[src/rtl/clksel_pkg.sv]
package clksel_pkg;
  localparam int unsigned SRC_W = 2;
  localparam int unsigned NSRC  = 3;

  typedef enum logic [SRC_W-1:0] {
    SRC_FLL = 2'b00,
    SRC_INT = 2'b01,
    SRC_EXT = 2'b10,
    SRC_RSV = 2'b11
  } clk_src_e;

  // Ready flag index for each selectable source
  localparam int unsigned AV_FLL = 0;
  localparam int unsigned AV_INT = 1;
  localparam int unsigned AV_EXT = 2;

  // True when code names a real source whose synchronized flag is set
  function automatic logic src_ready(input clk_src_e code, input logic [NSRC-1:0] av);
    case (code)
      SRC_FLL: src_ready = av[AV_FLL];
      SRC_INT: src_ready = av[AV_INT];
      SRC_EXT: src_ready = av[AV_EXT];
      default: src_ready = 1'b0;
    endcase
  endfunction
endpackage

[src/rtl/clksel_sync.sv]
module clksel_sync #(
  parameter int unsigned WIDTH  = 3,
  parameter int unsigned STAGES = 2
) (
  input  logic             clk,
  input  logic             rst_n,
  input  logic [WIDTH-1:0] d,
  output logic [WIDTH-1:0] q
);
  logic [STAGES-1:0][WIDTH-1:0] chain;

  always_ff @(posedge clk) begin
    if (!rst_n) chain[0] <= '0;
    else        chain[0] <= d;
  end

  for (genvar i = 1; i < STAGES; i++) begin : g_stage
    always_ff @(posedge clk) begin
      if (!rst_n) chain[i] <= '0;
      else        chain[i] <= chain[i-1];
    end
  end

  assign q = chain[STAGES-1];

  // the last stage only ever takes the previous stage's old value
  a_r3_sync_shift: assert property (@(posedge clk) disable iff (!rst_n)
    (STAGES > 1) |=> (chain[STAGES-1] == $past(chain[STAGES-2])));
endmodule

[src/rtl/clksel_src_ctrl.sv]
module clksel_src_ctrl
  import clksel_pkg::*;
(
  input  logic            clk,
  input  logic            rst_n,
  input  clk_src_e        req,
  input  logic [NSRC-1:0] av_sync,
  output clk_src_e        stat
);
  clk_src_e stat_q;
  logic     want_change;
  logic     tgt_ok;

  assign want_change = (req != SRC_RSV) && (req != stat_q);
  assign tgt_ok      = src_ready(req, av_sync);

  always_ff @(posedge clk) begin
    if (!rst_n)                   stat_q <= SRC_FLL;
    else if (want_change && tgt_ok) stat_q <= req;
  end

  assign stat = stat_q;

  // status never shows the reserved code
  a_r2_no_reserved: assert property (@(posedge clk) disable iff (!rst_n)
    stat_q != SRC_RSV);
  // an unavailable target leaves the status alone
  a_r3_hold_unready: assert property (@(posedge clk) disable iff (!rst_n)
    (req != SRC_RSV && !src_ready(req, av_sync)) |=> $stable(stat_q));
  // the reserved request holds the status
  a_r4_reserved_hold: assert property (@(posedge clk) disable iff (!rst_n)
    (req == SRC_RSV) |=> $stable(stat_q));
  // a ready, differing request is taken on the next edge
  a_r2_switch: assert property (@(posedge clk) disable iff (!rst_n)
    (req != SRC_RSV && src_ready(req, av_sync)) |=> (stat_q == $past(req)));
endmodule

[src/rtl/clksel_ref_ctrl.sv]
module clksel_ref_ctrl
  import clksel_pkg::*;
(
  input  logic            clk,
  input  logic            rst_n,
  input  logic            ref_req,
  input  logic [NSRC-1:0] av_sync,
  input  clk_src_e        src_stat,
  output logic            ref_stat,
  output logic            relock
);
  logic ref_q;
  logic relock_q;
  logic tgt_ok;
  logic do_switch;

  assign tgt_ok    = ref_req ? av_sync[AV_EXT] : av_sync[AV_INT];
  assign do_switch = (ref_req != ref_q) && tgt_ok;

  always_ff @(posedge clk) begin
    if (!rst_n) begin
      ref_q    <= 1'b0;
      relock_q <= 1'b0;
    end else begin
      if (do_switch) ref_q <= ref_req;
      relock_q <= do_switch && (src_stat == SRC_FLL);
    end
  end

  assign ref_stat = ref_q;
  assign relock   = relock_q;

  // a relock request only accompanies a reference change
  a_r6_pulse_on_change: assert property (@(posedge clk) disable iff (!rst_n)
    relock_q |-> (ref_q != $past(ref_q)));
  // no relock request when the loop was not driving the output
  a_r6_only_fll: assert property (@(posedge clk) disable iff (!rst_n)
    relock_q |-> ($past(src_stat) == SRC_FLL));
  // reference status holds while the target is not ready
  a_r5_hold_unready: assert property (@(posedge clk) disable iff (!rst_n)
    !tgt_ok |=> $stable(ref_q));
endmodule

[src/rtl/clksel_range.sv]
module clksel_range
  import clksel_pkg::*;
#(
  parameter int unsigned RANGE_W = 2
) (
  input  logic               clk,
  input  logic               rst_n,
  input  logic               low_power,
  input  logic               wr,
  input  logic [RANGE_W-1:0] wdata,
  input  clk_src_e           src_stat,
  output logic [RANGE_W-1:0] applied
);
  logic [RANGE_W-1:0] pend_q;
  logic [RANGE_W-1:0] app_q;
  logic               accept;
  logic               fll_on;

  assign accept = wr && !low_power;
  assign fll_on = (src_stat == SRC_FLL);

  always_ff @(posedge clk) begin
    if (!rst_n) begin
      pend_q <= '0;
      app_q  <= '0;
    end else begin
      if (accept) pend_q <= wdata;
      if (fll_on) app_q <= accept ? wdata : pend_q;
    end
  end

  assign applied = app_q;

  // writes under low power change nothing
  a_r7_lp_block: assert property (@(posedge clk) disable iff (!rst_n)
    (wr && low_power) |=> $stable(pend_q));
  // applied range frozen while the loop is not the output
  a_r9_hold_off_fll: assert property (@(posedge clk) disable iff (!rst_n)
    !fll_on |=> $stable(app_q));
  // accepted write in loop mode lands on the next edge
  a_r8_immediate: assert property (@(posedge clk) disable iff (!rst_n)
    (accept && fll_on) |=> (app_q == $past(wdata)));
endmodule

[src/rtl/clksel_ctrl.sv]
module clksel_ctrl
  import clksel_pkg::*;
#(
  parameter int unsigned RANGE_W     = 2,
  parameter int unsigned SYNC_STAGES = 2
) (
  input  logic               clk,
  input  logic               rst_n,
  input  logic [1:0]         src_req,
  input  logic               ref_ext_req,
  input  logic [2:0]         src_avail,
  input  logic               low_power,
  input  logic               range_wr,
  input  logic [RANGE_W-1:0] range_wdata,
  output logic [1:0]         src_stat,
  output logic               ref_ext_stat,
  output logic               relock_start,
  output logic [RANGE_W-1:0] range_applied
);
  logic [NSRC-1:0] av_sync;
  clk_src_e        stat_e;

  clksel_sync #(.WIDTH(NSRC), .STAGES(SYNC_STAGES)) u_sync (
    .clk   (clk),
    .rst_n (rst_n),
    .d     (src_avail),
    .q     (av_sync)
  );

  clksel_src_ctrl u_src (
    .clk     (clk),
    .rst_n   (rst_n),
    .req     (clk_src_e'(src_req)),
    .av_sync (av_sync),
    .stat    (stat_e)
  );

  clksel_ref_ctrl u_ref (
    .clk      (clk),
    .rst_n    (rst_n),
    .ref_req  (ref_ext_req),
    .av_sync  (av_sync),
    .src_stat (stat_e),
    .ref_stat (ref_ext_stat),
    .relock   (relock_start)
  );

  clksel_range #(.RANGE_W(RANGE_W)) u_range (
    .clk       (clk),
    .rst_n     (rst_n),
    .low_power (low_power),
    .wr        (range_wr),
    .wdata     (range_wdata),
    .src_stat  (stat_e),
    .applied   (range_applied)
  );

  assign src_stat = stat_e;

  // first cycle after reset shows the reset state
  a_r1_reset_state: assert property (@(posedge clk)
    !rst_n |=> (src_stat == 2'b00 && !ref_ext_stat && !relock_start && range_applied == '0));
endmodule

[config.mk]
export PLATFORM = sky130hd
export DESIGN_NAME = clksel_ctrl
export DESIGN_NICKNAME = d
export VERILOG_FILES = /design/src/rtl/clksel_pkg.sv /design/src/rtl/clksel_sync.sv /design/src/rtl/clksel_src_ctrl.sv /design/src/rtl/clksel_ref_ctrl.sv /design/src/rtl/clksel_range.sv /design/src/rtl/clksel_ctrl.sv
export SDC_FILE = /design/constraint.sdc
export NUM_CORES = 1
export LEC_CHECK = 0
export ABC_CLOCK_PERIOD_IN_PS = 2900
export BUFFER_PORTS_ARGS = -buffer_cell sky130_fd_sc_hd__buf_2
export CAP_MARGIN = 30
export CORE_AREA = 10 10 47 49
export CTS_CLUSTER_SIZE = 25
export DETAILED_ROUTE_END_ITERATION = 6
export DIE_AREA = 0 0 57 59
export PLACE_DENSITY_LB_ADDON = 0.05
export SLEW_MARGIN = 30
export SYNTH_ARGS = -nofsm -noshare
export SYNTH_HDL_FRONTEND = slang
export SYNTH_SLANG_ARGS = --single-unit
[constraint.sdc]
create_clock -name clk -period 2.9 [get_ports clk]
set_clock_uncertainty 0.1 [all_clocks]
set_input_delay 0.58 -clock clk [delete_from_list [all_inputs] [get_ports clk]]
set_output_delay 0.58 -clock clk [all_outputs]
set_load 0.02 [all_outputs]
**Word-level counts from Yosys, hierarchy flattened**

Cells that the tools add are included.
Widths: inputs -> output; s select.

- Multiplexer cells: 3
- Equal/unequal tests: 5
- Reductions and logical operators: 8

Operators with widths:

| operator | count |
|---|---|
| $logic_and 1x1->1 | 5 |
| $logic_not 2->1 | 2 |
| $pmux 1 s3 | 1 |
| $eq 2x1->1 const B | 1 |
| $eq 2x2->1 const B | 1 |
| $mux 2 | 1 |
| $ne 2x2->1 | 1 |
| $ne 2x2->1 const B | 1 |
| $logic_not 1->1 | 1 |
| $mux 1 | 1 |
| $ne 1x1->1 | 1 |

- Bits of input ports: 12
- Bits in registers: 14
- Word-level logic and storage cells: 23

**Logic depth before layout (Yosys ltp)**

- Word-level depth: 3
- Depth in mapped cells: 4
- Mapped depth without buffers: 4

**Modules after synthesis**

Synthesis repeated with hierarchy kept, for this count alone.

- Cell total of the unflattened synthesis: 54
- Area, all modules: 528.0 um2

Modules (own cells, without submodules):

| module | area an instance (um2) | cells an instance | instances |
|---|---|---|---|
| clksel_sync | 180.2 | 15 | 1 |
| clksel_range | 150.1 | 14 | 1 |
| clksel_src_ctrl | 115.1 | 15 | 1 |
| clksel_ref_ctrl | 82.6 | 10 | 1 |

**Worst setup path after synthesis**

Ideal clock, no wire load.

- Path kind: input to register
- Start point: input src_req[1]
- End point: register u_src.stat_q[1] (netlist: u_src.stat[1])
- Setup slack: 1.432 ns
- Arrival time: 1.297 ns
- Stages: 3
- Buffers on the path: 0
- Path through: or3b_1 -> a21oi_2 -> mux2i_1

- Word-level cells in the longest chain between the ends: 3
- Elaborated cells between the ends (all ways): 8
- Classes of those cells: 4 x eq/ne; 1 x mux; 3 x reduce/logical

RTL lines:

| what | RTL line | source |
|---|---|---|
| from (decl) | clksel_ctrl.sv:9 | `input logic [1:0] src_req,` |
| $eq 2x2->1 (tied with other cells) | clksel_pkg.sv:19 | `case (code)` |
| $pmux 1 s3 / $logic_and 1x1->1 (equally long branches) | clksel_pkg.sv:19, clksel_src_ctrl.sv:14 |  |
| $logic_and 1x1->1 | clksel_src_ctrl.sv:19 | `else if (want_change && tgt_ok) stat_q <= req;` |
| to (signal assigned) | clksel_src_ctrl.sv:19 |  |
| to (decl) | clksel_src_ctrl.sv:10 | `clk_src_e stat_q;` |

Several ways; a longest one is shown, not always the timed one.
A chain may end at the register's enable or synchronous reset.

**Worst setup path after layout**

- Start point: register u_src.stat_q[0] (netlist: u_src.stat[0])
- End point: output src_stat[0]

RTL lines:

| what | RTL line | source |
|---|---|---|
| to (decl) | clksel_ctrl.sv:15 | `output logic [1:0] src_stat,` |

No word-level cell between the ends.

==> impl_metrics.py <==
metrics = {
    "outcome": {
        "status": "finished, final reports clean",
    },
    "floorplanning": {
        "coreArea_mm2": 0.001401,
        "die-area_mm2": 0.003363,
        "fp.dieH_um": 59,
        "start_util_pct": 36.16,
        "die_w_um": 57,
        "rows": 14,
        "io_pins": 18,
    },
    "cts": {
        "path_clk_slew_ps": 80,
        "hold_buffers": 0,
        "cts.path.max_buffers": 2,
        "tritoncts": "built",
        "clock_latency_ps": 270,
        "post_cts_buffers": 0,
        "htree_levels": 1,
        "ctsResizeCount": 0,
        "clock_sinks": 14,
        "numCtsBuffers": 3,
        "root_buffer": "clkbuf_4",
    },
    "worst_setup_path": {
        "cp.required_ps": 2220,
        "regToRegStartpoint": "u_src.stat[0]",
        "worstSetupEndpoint": "src_stat[0]",
        "crit_chain": "buf_2",
        "crit_path_max_incr_delay_ps": 400,
        "crit_path_top_delay_cell": "dfxtp_1",
        "cp_top_family": "flip-flops",
        "worst_ep_arrival_time_ps": 870,
        "rrSetupSlack_ps": 1510,
        "critPathBufInv": 1,
        "cp_max_fo": 5,
        "reg2reg_to": "u_src.stat[1]",
        "cp_num_cells": 1,
        "crit_path_start": "u_src.stat[0]",
        "crit_path_start_kind": "register",
        "reg2regPathDepth": 4,
        "path_class": "reg -> out",
        "end_kind": "primary output",
    },
    "route": {
        "via_count": 381,
        "drt-wirelength-per-cell_um": 11.13,
        "routed_wl_um": 957,
        "met1_length_um": 457,
        "wl_met2_um": 359,
        "dr.first_iter.drc_count": 5,
        "avgViaCountPerCell": 4.430,
        "drt_pass1_iterations": 3,
        "top_layer_used": "met3",
        "dr_wl_met3_um": 139,
        "drc": 0,
        "ant_nets": 0,
    },
    "min_path": {
        "hold_path.class": "reg -> reg",
    },
    "run": {
        "maxCapViolCount": 0,
    },
    "logic_synthesis": {
        "synth_common_cells": "dfxtp_1 (14), and2_1 (6), nand2_1 (6)",
        "synth_top_area_share_pct": 55.31,
        "postSynth.topFlopCell": "dfxtp_1",
        "yosysTopAreaCell": "dfxtp_1",
        "synth-async-reset-ratio_pct": 0,
        "syn-num-nets": 62,
        "netlist_area_um2": 506.7,
        "synthMostInstantiatedCell": "dfxtp_1",
        "seq_area_frac_synth_pct": 55.31,
        "synth_edf_count": 0,
        "postSynthCellCount": 50,
        "syn_avg_cell_area_um2": 10.13,
        "yosys-top-cells-area": "dfxtp_1 (55%), and2_1 (7.4%), mux2i_1 (5.9%), nand2_1 (4.4%), o211a_1 (4.0%)",
        "synth_cell_types": 20,
        "yosys_warnings": 0,
        "ys_ff_latch": 14,
    },
    "place": {
        "dp_hpwl_um": 742.2,
        "gp_congestion": 0.7271,
        "dp.cells": 82,
        "portBuffers": 17,
    },
    "final_layout": {
        "fillers": 144,
        "area_growth_pct": 27.16,
        "final_cell_count_no_fill": 86,
        "antenna_cells": 0,
        "drive_gt1_share_pct": 34.29,
        "fin_nets": 83,
    },
    "grt": {
        "grt_max_degree": 17,
        "grt_antenna_before_repair": 0,
        "grt.overflow.total": 0,
        "grt_pass1_wl_mm": 1.593,
        "first_global_vias": 368,
        "grt_use_total_pct": 5.711,
    },
    "sta": {
        "tightestPinTransition_ps": 244.6,
        "fmaxAchievable_mhz": 645.7,
        "setup_viol": 0,
        "period_share_pct": 53.40,
        "slew-limit-headroom_pct": 83.69,
        "layout_min_cycle_time_ps": 1549,
        "finalMaxSlewViolations": 0,
        "finalSetupTns_ps": 0,
        "rsz0062_at_grt": "no",
        "hold_viol": 0,
    },
    "pwr": {
        "irDropWorstVdd_mv": 0.2813,
        "p_leak_nw": 0.3116,
        "powerDensity_mw_per_mm2": 571.7,
    },
}
through the flow:
stage               worst slack, ps  total power (W)  util (%)  instance area (um2)  hold slack, ps
floorplan                      1432        0.0002253         -                506.7           311.9
global placement               1287        0.0002396     43.39                608.1           319.1
detailed placement             1283        0.0002397     43.39                608.1           318.4
CTS                            1336        0.0003747     45.98                644.4           338.2
global route                   1301        0.0003902     45.98                644.4           371.8
finish                         1351        0.0003684     45.98                644.4           336.6
layer usage:
metal  GRT usage, %  vias up
met5              0        -
met4          2.013        0
met3          4.077        0
met2          7.597       15
met1          6.934      159
li1               -      207
how the worst min path moves through the flow:
stage / start / end / slack (ps) / cells past startpoint
after detailed placement: u_sync.chain[1] / u_sync.q[1] / 320 / 1
after CTS: u_sync.chain[1] / u_sync.q[1] / 340 / 1
after floorplan: u_sync.chain[0] / u_sync.q[0] / 310 / 1
after global placement: u_sync.chain[1] / u_sync.q[1] / 320 / 1
after global routing: u_sync.chain[1] / u_sync.q[1] / 370 / 1
final: u_sync.chain[1] / u_sync.q[1] / 340 / 1
sequential cells by signal (all words and copies together), names as in the netlist:
register	flops
u_src.stat	2
u_ref.ref_stat	1
u_sync.chain	3
u_range.pend_q	2
u_sync.q	3
u_ref.relock	1
u_range.applied	2
logic make-up after synthesis:
logic type | share of synthesized area, %
AND/OR/NAND/NOR | 23.95
buffers and inverters | 2.222
AO/OA/AOI/OAI | 12.59
multiplexers | 5.926
flip-flops | 55.31
cell usage in the layout, fill, tap and decap left out, drive strengths merged:
cell type / n
and2: 6
nor2b: 2
nand2: 6
o21ai: 3
a21oi: 2
clkbuf: 4
and3: 1
dfxtp: 14
or3b: 1
nand2b: 1
inv: 2
o211ai: 1
nand3b: 2
nor2: 1
nand3: 1
o211a: 2
mux2i: 3
buf: 17
a21boi: 1
power by group:
part | switching [W] | internal, W
Combinational | 0.0000159 | 0.0000153
Sequential | 0.00000331 | 0.000200
Clock | 0.0000574 | 0.0000762
Total | 0.0000767 | 0.000292
area by class of cell:
type / count / area (um2) / share of cell area (%)
timing repair buffer: 17 / 85.08 / 13.20
tap: 16 / 20.02 / 3.107
clock buffer: 4 / 36.28 / 5.631
sequential: 14 / 280.3 / 43.50
multi-input combinational: 33 / 215.2 / 33.40
inverter: 2 / 7.507 / 1.165
No activity file was read; power rests on OpenSTA's default activity.
